### src/rtl/nest_irq_ctrl.sv
module nest_irq_ctrl #(
  parameter int NSRC = 10,
  parameter int CW   = 4,
  parameter int DW   = 16,
  parameter int LAT  = 6,
  localparam int IW  = $clog2(NSRC),
  localparam int CMAX = (1 << CW) - 1
) (
  input  logic            clk,
  input  logic            rst_n,
  input  logic [NSRC-1:0] src_req,
  input  logic [1:0]      reg_sel,
  input  logic            reg_wr,
  input  logic [NSRC-1:0] reg_wdata,
  output logic [DW-1:0]   reg_rdata,
  output logic            irq_o,
  output logic [IW-1:0]   irq_idx,
  input  logic            irq_ack
);

  logic [NSRC-1:0] mask, pend, live, clr;
  logic [CW-1:0]   cnt, cnt_nxt;
  logic [NSRC-1:0] mpipe [LAT];
  logic [LAT-1:0]  zpipe;
  logic            wr_mask, wr_blk, wr_unb, acc;

  assign wr_mask = reg_wr && reg_sel == 2'd0;
  assign wr_blk  = reg_wr && reg_sel == 2'd1;
  assign wr_unb  = reg_wr && reg_sel == 2'd2;
  assign acc     = irq_ack && irq_o;
  assign clr     = acc ? (NSRC'(1) << irq_idx) : '0;

  always_comb begin
    int t;
    t = int'(cnt) + int'(wr_blk) + int'(acc) - int'(wr_unb);
    if (t < 0) t = 0;
    if (t > CMAX) t = CMAX;
    cnt_nxt = CW'(t);
  end

  always_ff @(posedge clk or negedge rst_n)
    if (!rst_n) begin
      mask <= '0;
      pend <= '0;
      cnt  <= '0;
    end else begin
      if (wr_mask) mask <= reg_wdata;
      pend <= (pend & ~clr) | src_req;
      cnt  <= cnt_nxt;
    end

  always_ff @(posedge clk or negedge rst_n)
    if (!rst_n) begin
      zpipe <= '1;
      for (int i = 0; i < LAT; i++) mpipe[i] <= '0;
    end else begin
      mpipe[0] <= mask;
      zpipe[0] <= (cnt == '0);
      for (int i = 1; i < LAT; i++) begin
        mpipe[i] <= mpipe[i-1];
        zpipe[i] <= zpipe[i-1];
      end
    end

  assign live  = pend & mpipe[LAT-1];
  assign irq_o = zpipe[LAT-1] && (|live);

  always_comb begin
    irq_idx = '0;
    for (int i = 0; i < NSRC; i++)
      if (live[i]) irq_idx = IW'(i);
  end

  always_comb
    case (reg_sel)
      2'd0:    reg_rdata = DW'(mask);
      2'd3:    reg_rdata = DW'(cnt);
      default: reg_rdata = '0;
    endcase

endmodule

### config.mk
export PLATFORM = sky130hd
export DESIGN_NAME = nest_irq_ctrl
export DESIGN_NICKNAME = d
export VERILOG_FILES = /design/src/rtl/nest_irq_ctrl.sv
export SDC_FILE = /design/constraint.sdc
export NUM_CORES = 1
export LEC_CHECK = 0
export BUFFER_PORTS_ARGS = -buffer_cell sky130_fd_sc_hd__buf_2
export CAP_MARGIN = 5
export CORE_ASPECT_RATIO = 1.25
export CORE_MARGIN = 3
export CORE_UTILIZATION = 30
export DETAILED_ROUTE_END_ITERATION = 6
export PLACE_DENSITY_LB_ADDON = 0.08
export REMOVE_ABC_BUFFERS = 1
export SLEW_MARGIN = 20
export SYNTH_ARGS = -nofsm -noshare
export SYNTH_HDL_FRONTEND = slang
export SYNTH_SLANG_ARGS = --single-unit
### constraint.sdc
create_clock -name clk -period 2.84 [get_ports clk]
set_input_delay 0.568 -clock clk [delete_from_list [all_inputs] [get_ports clk]]
set_output_delay 0.568 -clock clk [all_outputs]
set_load 0.05 [all_outputs]
==> reports/metrics.yaml, run 1 <==
yosys-mux-area-fraction_pct: 3.53
syn_area_per_cell_um2: 14.8
finalSetupViolCount: 0
fin_nets: 306
multiInputGateArea_um2: 852
met3_length_um: 306
p_sw_share_pct: 30.7
grt_remaining_overflow: 0
ys_top_cells_by_area: "dfrtp_1, dfstp_2, ha_1, mux2_2, and2_1"
timing_worst_setup_path_type: "flip-flop to flip-flop"
layout-drive-gt1-share_pct: 31.9
place_hpwl_um: 3470
die_area_mm2: 0.0119
clock_power_share_pct: 32.5
run_status: "completed"
fillers: 1030
antenna_found_initial: 0
drtPass1Iterations: 4
die_h_um: 121
syn_area_mm2: 0.00319
arrival_ns: 2.75
synth_top_area_share_pct: 65.8
synthFlopType: "dfrtp_1"
ir_drop_mv: 0.496
setup_tns_ns: 0
vias: 1705
finalHoldViolations: 0
grt_usage_pct: 9.24
synth_edf_count: 0
r2r_start: "pend[5]"
finalWirelength_um: 4980
cts_setup_buffers: 0
synth-warning-count: 0
cp-startpoint: "pend[5]"
drc: 0
power_frac_comb_pct: 20.2
r2r_slack_ns: 0.31
grt_max_degree: 48
endpoint: "cnt[1]"
cp-start-kind: "flip-flop"
r2r_end: "cnt[1]"
synth_seq_area_share_pct: 70.8
synth_adder_area_share_pct: 5.17
dpl.cell_count: 386
rsz0062_at_grt: "no"
ant_nets: 0
die_w_um: 98.3
path_clk_slew_ns: 0.07
viasPerCell: 4.24
synthSimpleGateAreaFrac_pct: 7.80
worst_pin_slew_ns: 0.591
synth_compound_area_share_pct: 8.74
portBuffers: 40
seqCellArea_mm2: 0.00226
rows: 41
drt_iter0_drc: 64
slew_viol_final: 0
power.switching_uw: 1080
start_util_pct: 31.1
numCtsBuffers: 9
grt_pass1_wl_um: 8520
hp-class: "input port to asynchronous set/reset pin"
async_flop_share_pct: 100
path_max_fanout: 4
p_leak_uw: 0.00175
fmax_ghz: 0.395
slew_headroom_pct: 60.6
wl_met2_um: 2180
place.gp.congestion: 0.686
top_layer: "met4"
io_pins: 47
period_needed_ns: 2.53
cts_htree_levels: 3
cts_tree: "yes"
first_global_vias: 1752
n_antenna_cell: 0
cts_sinks: 90
synth_top_family_by_area: "compound AO/OA/AOI/OAI gates"
cellPowerDensity_mw_per_mm2: 912
yosysTopAreaCell: "dfrtp_1"
fin_skew_ns: 0.0104
synth-xor-area-share_pct: 0.549
maxCapViolations: 0
wl_per_cell_um: 12.4
final_core_util_pct: 37.5
wl_met1_um: 2370
p_int_uw: 2430
clockBufferDepth: 2
final_common_cell: "dfrtp_1"
instances_no_fill: 402
synth-seq-cells: 90
cp-end-kind: "flip-flop"
final_cell_mix: "dfrtp_1, buf_2, nor2_1, a21oi_1"
worst_ep_required_time_ns: 3.05
clkLatencyLatePin_ns: 0.34
syn_to_final_growth_pct: 20.7
core-area_mm2: 0.0103
clockRootBuffer: "clkbuf_16"
seqPwrFrac_pct: 47.3
r2r_cells: 11
synthCells: 216
min_period_over_period_pct: 89.2
synth_cell_types: 42
[power groups by stage]
stage	clock [uW]	combinational, uW	sequential [uW]
after floorplan	0	533	1650
after global placement	0	700	1680
after detailed placement	0	709	1690
after CTS	1190	706	1660
after global routing	1250	804	1690
final	1140	710	1660
[critical path: stages, from the launching register on]
cell and delay [ns]:
dfrtp_1 0.40, a22oi_2 0.27, and2_1 0.19, nand4_1 0.14, nand2_1 0.17, fa_1 0.22
inv_1 0.06, fa_1 0.40, a21oi_1 0.16, o21bai_1 0.11, a2bb2oi_2 0.20, a21oi_1 0.09
[metrics by stage]
step           setup slack [ns]  total power (uW)  instance area (um2)  hold slack, ns
2_1_floorplan             0.347              2180                 3150           0.272
3_3_place_gp             0.0996              2380                 3550           0.331
3_5_place_dp             0.0406              2400                 3550           0.335
4_1_cts                   0.187              3560                 3850           0.258
5_1_grt                  0.0517              3750                 3850           0.273
6_report                  0.307              3520                 3850           0.225
[per-layer routing]
metal,GRT usage [%],vias to the layer above
met4,4.87,0
met1,12.5,827
met5,0,-
met2,13.2,49
met3,3.05,12
li1,-,817
[synth_stat cells, drive strengths merged, types with 2 or more instances]
library cell / instances
dfrtp: 84
a21oi: 12
nor2: 12
and2: 11
inv: 11
ha: 10
mux2: 10
a22oi: 9
nand2: 9
buf: 8
dfstp: 6
a21o: 3
o22a: 3
fa: 2
nand2b: 2
nand3b: 2
nand4: 2
nor3: 2
or2: 2
or3: 2
[kinds of logic after synthesis]
logic type	after synthesis
AOI/OAI and AO/OA	34
xor gates and xnor gates	2
adders and majority gates	12
buffers and inverters	20
DFF	90
muxes	10
other	1
and+or+nand+nor	47
[final cells by class]
type	instances	share of cell area, %
clock buffers	9	5.85
clock inverters	7	1.88
inverters	11	1.07
multi-input cells	111	22.1
flip-flops and latches	90	58.7
well taps	129	4.19
repair buffers	45	6.24
[state kept, by name, indices dropped and copies added (netlist names)]
| name | flops |
|---|---|
| cnt | 4 |
| mask | 10 |
| mpipe | 60 |
| pend | 10 |
| zpipe | 6 |
[how the worst min path moves through the flow]
| stage | startpoint | to | slack, ns | cells after the start |
|---|---|---|---|---|
| global route | rst_n | pend[2] | 0.27 | 1 |
| floorplan | rst_n | cnt[0] | 0.27 | 0 |
| detailed placement | mpipe[20] | mpipe[10] | 0.33 | 0 |
| finish | rst_n | pend[2] | 0.23 | 1 |
| CTS | rst_n | pend[2] | 0.26 | 1 |
| global placement | mpipe[47] | mpipe[37] | 0.33 | 0 |
[what timing repair did]
item / in CTS / in global routing
endpoints found under the hold margin: 0 / 0
endpoints found under the setup margin: 0 / 4
resized for setup: 0 / 1
hold buffers: 0 / 0
Power figures use the tool's default switching activity.
==> run 2, diff against run 1 <==
- ABC_AREA: unset -> 1
==> run 2 against run 1 <==
Effect of this change:
- critical path depth grew 7
- power shrank 1.3%
- via count grew 6.2%
- clock skew shrank 0.0059 ns
- design area grew 1.9%
- sequential cell count is the same
- register-to-register slack is essentially flat
- count of clock-buffer cells in the layout is the same
- worst hold slack lost 0.029 ns
- area after synthesis grew 2.1%
- synthesized cell count grew 22%
- utilization grew 0.34 points
- largest cell class unchanged
- largest power group unchanged
==> reports/metrics.yaml, run 2 <==
first_global_vias: 1908
finalHoldViolations: 0
cts.repair.resized: 0
ant_nets: 0
ir_drop_mv: 0.392
synth_top_area_share_pct: 64.5
hp-class: "input port to asynchronous set/reset pin"
cpMostUsedCell: "nand2_2"
drtPass1Iterations: 4
antenna_found_initial: 0
layout-drive-gt1-share_pct: 30.5
timing_worst_setup_path_type: "flip-flop to flip-flop"
grt_remaining_overflow: 0
ys_top_cells_by_area: "dfrtp_1, nand2_1, dfstp_2, inv_1, ha_1"
start_util_pct: 31.5
p_int_uw: 2430
syn_area_mm2: 0.00326
slew_viol_final: 0
slowest_stage: "dfrtp_1"
rsz0062_at_grt: "no"
min_period_over_period_pct: 89.5
wl_per_cell_um: 11.1
synth-seq-cells: 90
path_max_fanout: 5
synth_cell_types: 26
fmax_ghz: 0.394
seqPwrFrac_pct: 46.4
synth_seq_area_share_pct: 69.3
path_clk_slew_ns: 0.06
place.gp.congestion: 0.751
worst-path-buf-inv: 3
cp-start-kind: "flip-flop"
p_leak_uw: 0.00200
finalWirelength_um: 4980
fin_skew_ns: 0.00453
place_hpwl_um: 3510
numCtsBuffers: 9
final_cell_mix: "dfrtp_1, nand2_1, buf_2"
yosysTopAreaCell: "dfrtp_1"
final_common_cell: "dfrtp_1"
power.switching_uw: 1040
max_stage_delay_ns: 0.40
synth_common_cells: "dfrtp_1, nand2_1, inv_1"
worst_ep_required_time_ns: 3.04
cts_setup_buffers: 0
die_area_mm2: 0.0122
dpl.cell_count: 431
vias: 1810
drt_iter0_drc: 60
syn_area_per_cell_um2: 12.4
clockRootBuffer: "clkbuf_16"
instances_no_fill: 447
core-area_mm2: 0.0104
power_frac_comb_pct: 19.5
synth_edf_count: 0
period_needed_ns: 2.54
clock_power_share_pct: 34.2
largest-register: "mpipe"
rows: 41
portBuffers: 40
fin_nets: 351
die_h_um: 123
p_sw_share_pct: 29.9
run_status: "completed"
syn_to_final_growth_pct: 20.5
largest_register_ffs: 60
grt_pass1_wl_um: 8940
cts_tree: "yes"
synth-warning-count: 0
synthFlopType: "dfrtp_1"
synthCells: 263
n_antenna_cell: 0
drc: 0
yosysMostFrequentCell: "dfrtp_1"
cp-end-kind: "flip-flop"
top_regs: "mpipe (60), mask (10), pend (10)"
holdBufCountCts: 0
grt_usage_pct: 9.55
finalSetupViolCount: 0
setup_tns_ns: 0
cts_sinks: 90
cts_htree_levels: 3
io_pins: 47
cellPowerDensity_mw_per_mm2: 883
path_cells: "nand2_2 > nand2_2 > nor2_4 > nand2_2 > o21ai_2 > inv_2 > nand2_4 > fa_1 > inv_1 > fa_1 > nand2_1 > nand2_1 > a21oi_2 > nand2_2 > nand3_1 > o21ai_0 > inv_1 > o21ai_0"
clkLatencyLatePin_ns: 0.33
clockBufferDepth: 2
whs_ns: 0.197
cp_top_family: "simple AND/OR/NAND/NOR gates"
viasPerCell: 4.05
grt_max_degree: 57
arrival_ns: 2.74
maxCapViolations: 0
async_flop_share_pct: 100
die_w_um: 99.2
-- run 2: path summary, 6_finish.rpt --
path	startpoint	endpoint	slack, ns	depth (start not counted)
min in group clk	mpipe[31]	mpipe[21]	0.35	0
worst min register to register	mpipe[31]	mpipe[21]	0.35	0
worst max-delay path	pend[5]	cnt[2]	0.30	18
max in group asynchronous	rst_n	mpipe[22]	2.00	2
worst max register to register	pend[5]	cnt[2]	0.30	18
worst min-delay path	rst_n	pend[0]	0.20	1
-- run 2: layout make-up --
cell class / count / area, um2
tap: 129 / 161
timing repair buffer: 41 / 223
clock inverter: 7 / 81.3
multi-input combinational: 133 / 832
inverter: 38 / 144
sequential: 90 / 2260
fill: 1035 / 6440
clock buffer: 9 / 225
-- run 2: routing by layer --
metal	wire length, um	track usage, %
met1	2260	12.4
met5	0	0
met4	101	5.12
met2	2260	14.1
met3	366	3.24
-- run 2: cells by family (layout without fill, tap and decap cells) --
logic type | Yosys count | after routing | synth area share [%]
other | 1 | 6 | 0.115
adders and majority gates | 12 | 12 | 5.07
buffers and inverters | 45 | 95 | 5.91
muxes | 10 | 10 | 3.45
DFF | 90 | 90 | 69.3
and+or+nand+nor | 88 | 88 | 13.0
AOI/OAI and AO/OA | 17 | 17 | 3.15
-- run 2: per-stage QoR --
stage	total power, uW	area (um2)	setup WS (ns)	util [%]
after detailed placement	2310	3610	-0.0135	34.9
after global routing	3700	3930	0.0147	37.9
after floorplan	2110	3230	0.311	-
after CTS	3520	3920	0.215	37.8
final	3470	3930	0.299	37.9
after global placement	2300	3610	0.0773	34.9
-- run 2: power by group through the flow --
stage                     Clock [uW]  Sequential (uW)  Combinational, uW
after CTS                       1240             1610                668
final                           1180             1610                675
after floorplan                    0             1600                513
after detailed placement           0             1630                671
after global placement             0             1630                664
after global routing            1290             1640                775
==> run 3, diff against run 2 <==
- CORE_UTILIZATION: 30 -> 56
- RECOVER_POWER: unset -> 25
- clock period: 2.84 -> 2.6 ns (I/O delays scaled with it)
==> run 3 against run 2 <==
Effect of this change:
- the run now ends with capacitance limit, slew limit left
- first-iteration DRC count rose by 30%
- final cell count fell by 14%
- sequential power rose by 9%
- utilization rose by 31 points
- die area fell by 44%
- combinational power rose by 13%
- sequential cell count did not move
==> reports/metrics.yaml, run 3 (same netlist as run 2, synthesis figures left out) <==
run_status: "finished, violations left"
violations: "capacitance limit, slew limit"
cellPowerDensity_mw_per_mm2: 940
clockRootBuffer: "clkbuf_8"
antenna_found_initial: 0
finalSetupViolCount: 0
cts_htree_levels: 3
fin_nets: 354
finalHoldViolations: 0
layout-drive-gt1-share_pct: 31.5
vias: 1831
min_period_over_period_pct: 95.5
period_needed_ns: 2.48
cts_sinks: 90
n_antenna_cell: 0
numCtsBuffers: 9
drc: 0
syn_to_final_growth_pct: 16.5
grt_usage_pct: 14.9
final_common_cell: "dfrtp_1"
max_stage_delay_ns: 0.39
place.gp.congestion: 0.838
instances_no_fill: 385
cp-end-kind: "flip-flop"
seqPwrFrac_pct: 49.3
hp-class: "flip-flop to flip-flop"
power.switching_uw: 1080
final_core_util_pct: 68.8
timing_worst_setup_path_type: "flip-flop to flip-flop"
top_regs: "mpipe (60), mask (10), pend (10)"
fillers: 412
die_w_um: 74.2
slew_headroom_pct: -21.7
p_sw_share_pct: 30.3
ant_nets: 0
core-area_mm2: 0.00552
worst-path-buf-inv: 3
finalWirelength_um: 4530
final_cell_mix: "dfrtp_1, nand2_1, buf_2"
largest-register: "mpipe"
cp_top_family: "simple AND/OR/NAND/NOR gates"
worst_ep_required_time_ns: 2.82
io_pins: 47
dpl.cell_count: 369
power_frac_comb_pct: 21.4
final_cell_area_mm2: 0.00380
path_cells: "nand2_2 > nand2_2 > nor2_4 > nand2_2 > o21ai_2 > inv_2 > nand2_4 > fa_1 > inv_1 > fa_2 > nand2_1 > nand2_1 > a21oi_2 > nand2_1 > nand3_1 > o21ai_0 > inv_1 > o21ai_1"
die_area_mm2: 0.00678
slew_viol_final: 36
power_uw: 3570
first_global_vias: 1746
die_h_um: 91.3
placed_cell_area_mm2: 0.00355
grt_remaining_overflow: 0
wl_per_cell_um: 11.8
worst_pin_slew_ns: 1.83
path_clk_slew_ns: 0.09
drtPass1Iterations: 4
maxCapViolations: 1
p_leak_uw: 0.00197
clockBufferDepth: 2
slowest_stage: "dfrtp_1"
grt_pass1_wl_um: 7390
viasPerCell: 4.76
drt_iter0_drc: 78
clock_power_share_pct: 29.3
fmax_ghz: 0.403
p_int_uw: 2490
arrival_ns: 2.70
grt_max_degree: 56
cts_tree: "yes"
clkLatencyLatePin_ns: 0.34
cp-start-kind: "flip-flop"
place_hpwl_um: 3170
start_util_pct: 59.1
ir_drop_mv: 0.615
rows: 30
fin_skew_ns: 0.00944
path_max_fanout: 4
setup_tns_ns: 0
largest_register_ffs: 60
portBuffers: 40
run 3: changes by cell type in the layout (fill, tap and decap cells not counted), sizes merged:
cell / change
buf: +2
bufinv: +1
clkbuf: +2
clkinv: -1
clkinvlp: +1
inv: -2
run 3: layout make-up:
class                           instances  area [um2]  area share (%)
Clock buffer                           10         138            3.63
Clock inverter                          6        96.3            2.54
Inverter                               38         144            3.79
Multi-Input combinational cell        133         837            22.1
Sequential cell                        90        2260            59.5
Tap cell                               64        80.1            2.11
Timing Repair Buffer                   44         241            6.36
run 3: stage by stage:
stage | worst slack (ns) | hold WS, ns
finish | 0.118 | 0.351
global route | -0.0134 | 0.337
CTS | 0.0679 | 0.116
detailed placement | -0.112 | 0.335
global placement | -0.0207 | 0.331
floorplan | 0.119 | 0.224
run 3: what timing repair did:
item,in CTS,in global routing
gates resized for setup,0,5
buffers inserted,0,0
hold buffers,0,0
setup endpoints to repair,0,4
run 3: worst register-to-register path, delay by kind of cell (launching register included):
family          cells  cell delay [ns]
flops               1             0.39
simple gates        9             0.80
fa+ha+maj           2             0.51
compound gates      4             0.41
buf+inv             3             0.24
run 3: power groups by stage:
stage               registers, uW  clock network, uW  logic [uW]
finish                       1760               1050         765
global route                 1790               1140         858
CTS                          1760               1090         742
detailed placement           1780                  0         747
global placement             1780                  0         721
floorplan                    1750                  0         560
run 3: per-layer routing:
metal / global-route usage (%) / wire (um)
met4: 9.05 / 157
met1: 18.3 / 1930
met5: 0 / 0
met3: 4.65 / 281
met2: 22.6 / 2160
run 3: final timing paths:
check,startpoint,endpoint,slack [ns],depth (start not counted)
worst max-delay path,pend[6],cnt[2],0.12,18
worst min-delay path,mpipe[34],mpipe[24],0.35,0
worst max register to register,pend[6],cnt[2],0.12,18
worst min register to register,mpipe[34],mpipe[24],0.35,0
max in group asynchronous,rst_n,cnt[2],0.88,1
min in group asynchronous,rst_n,mpipe[0],0.67,1
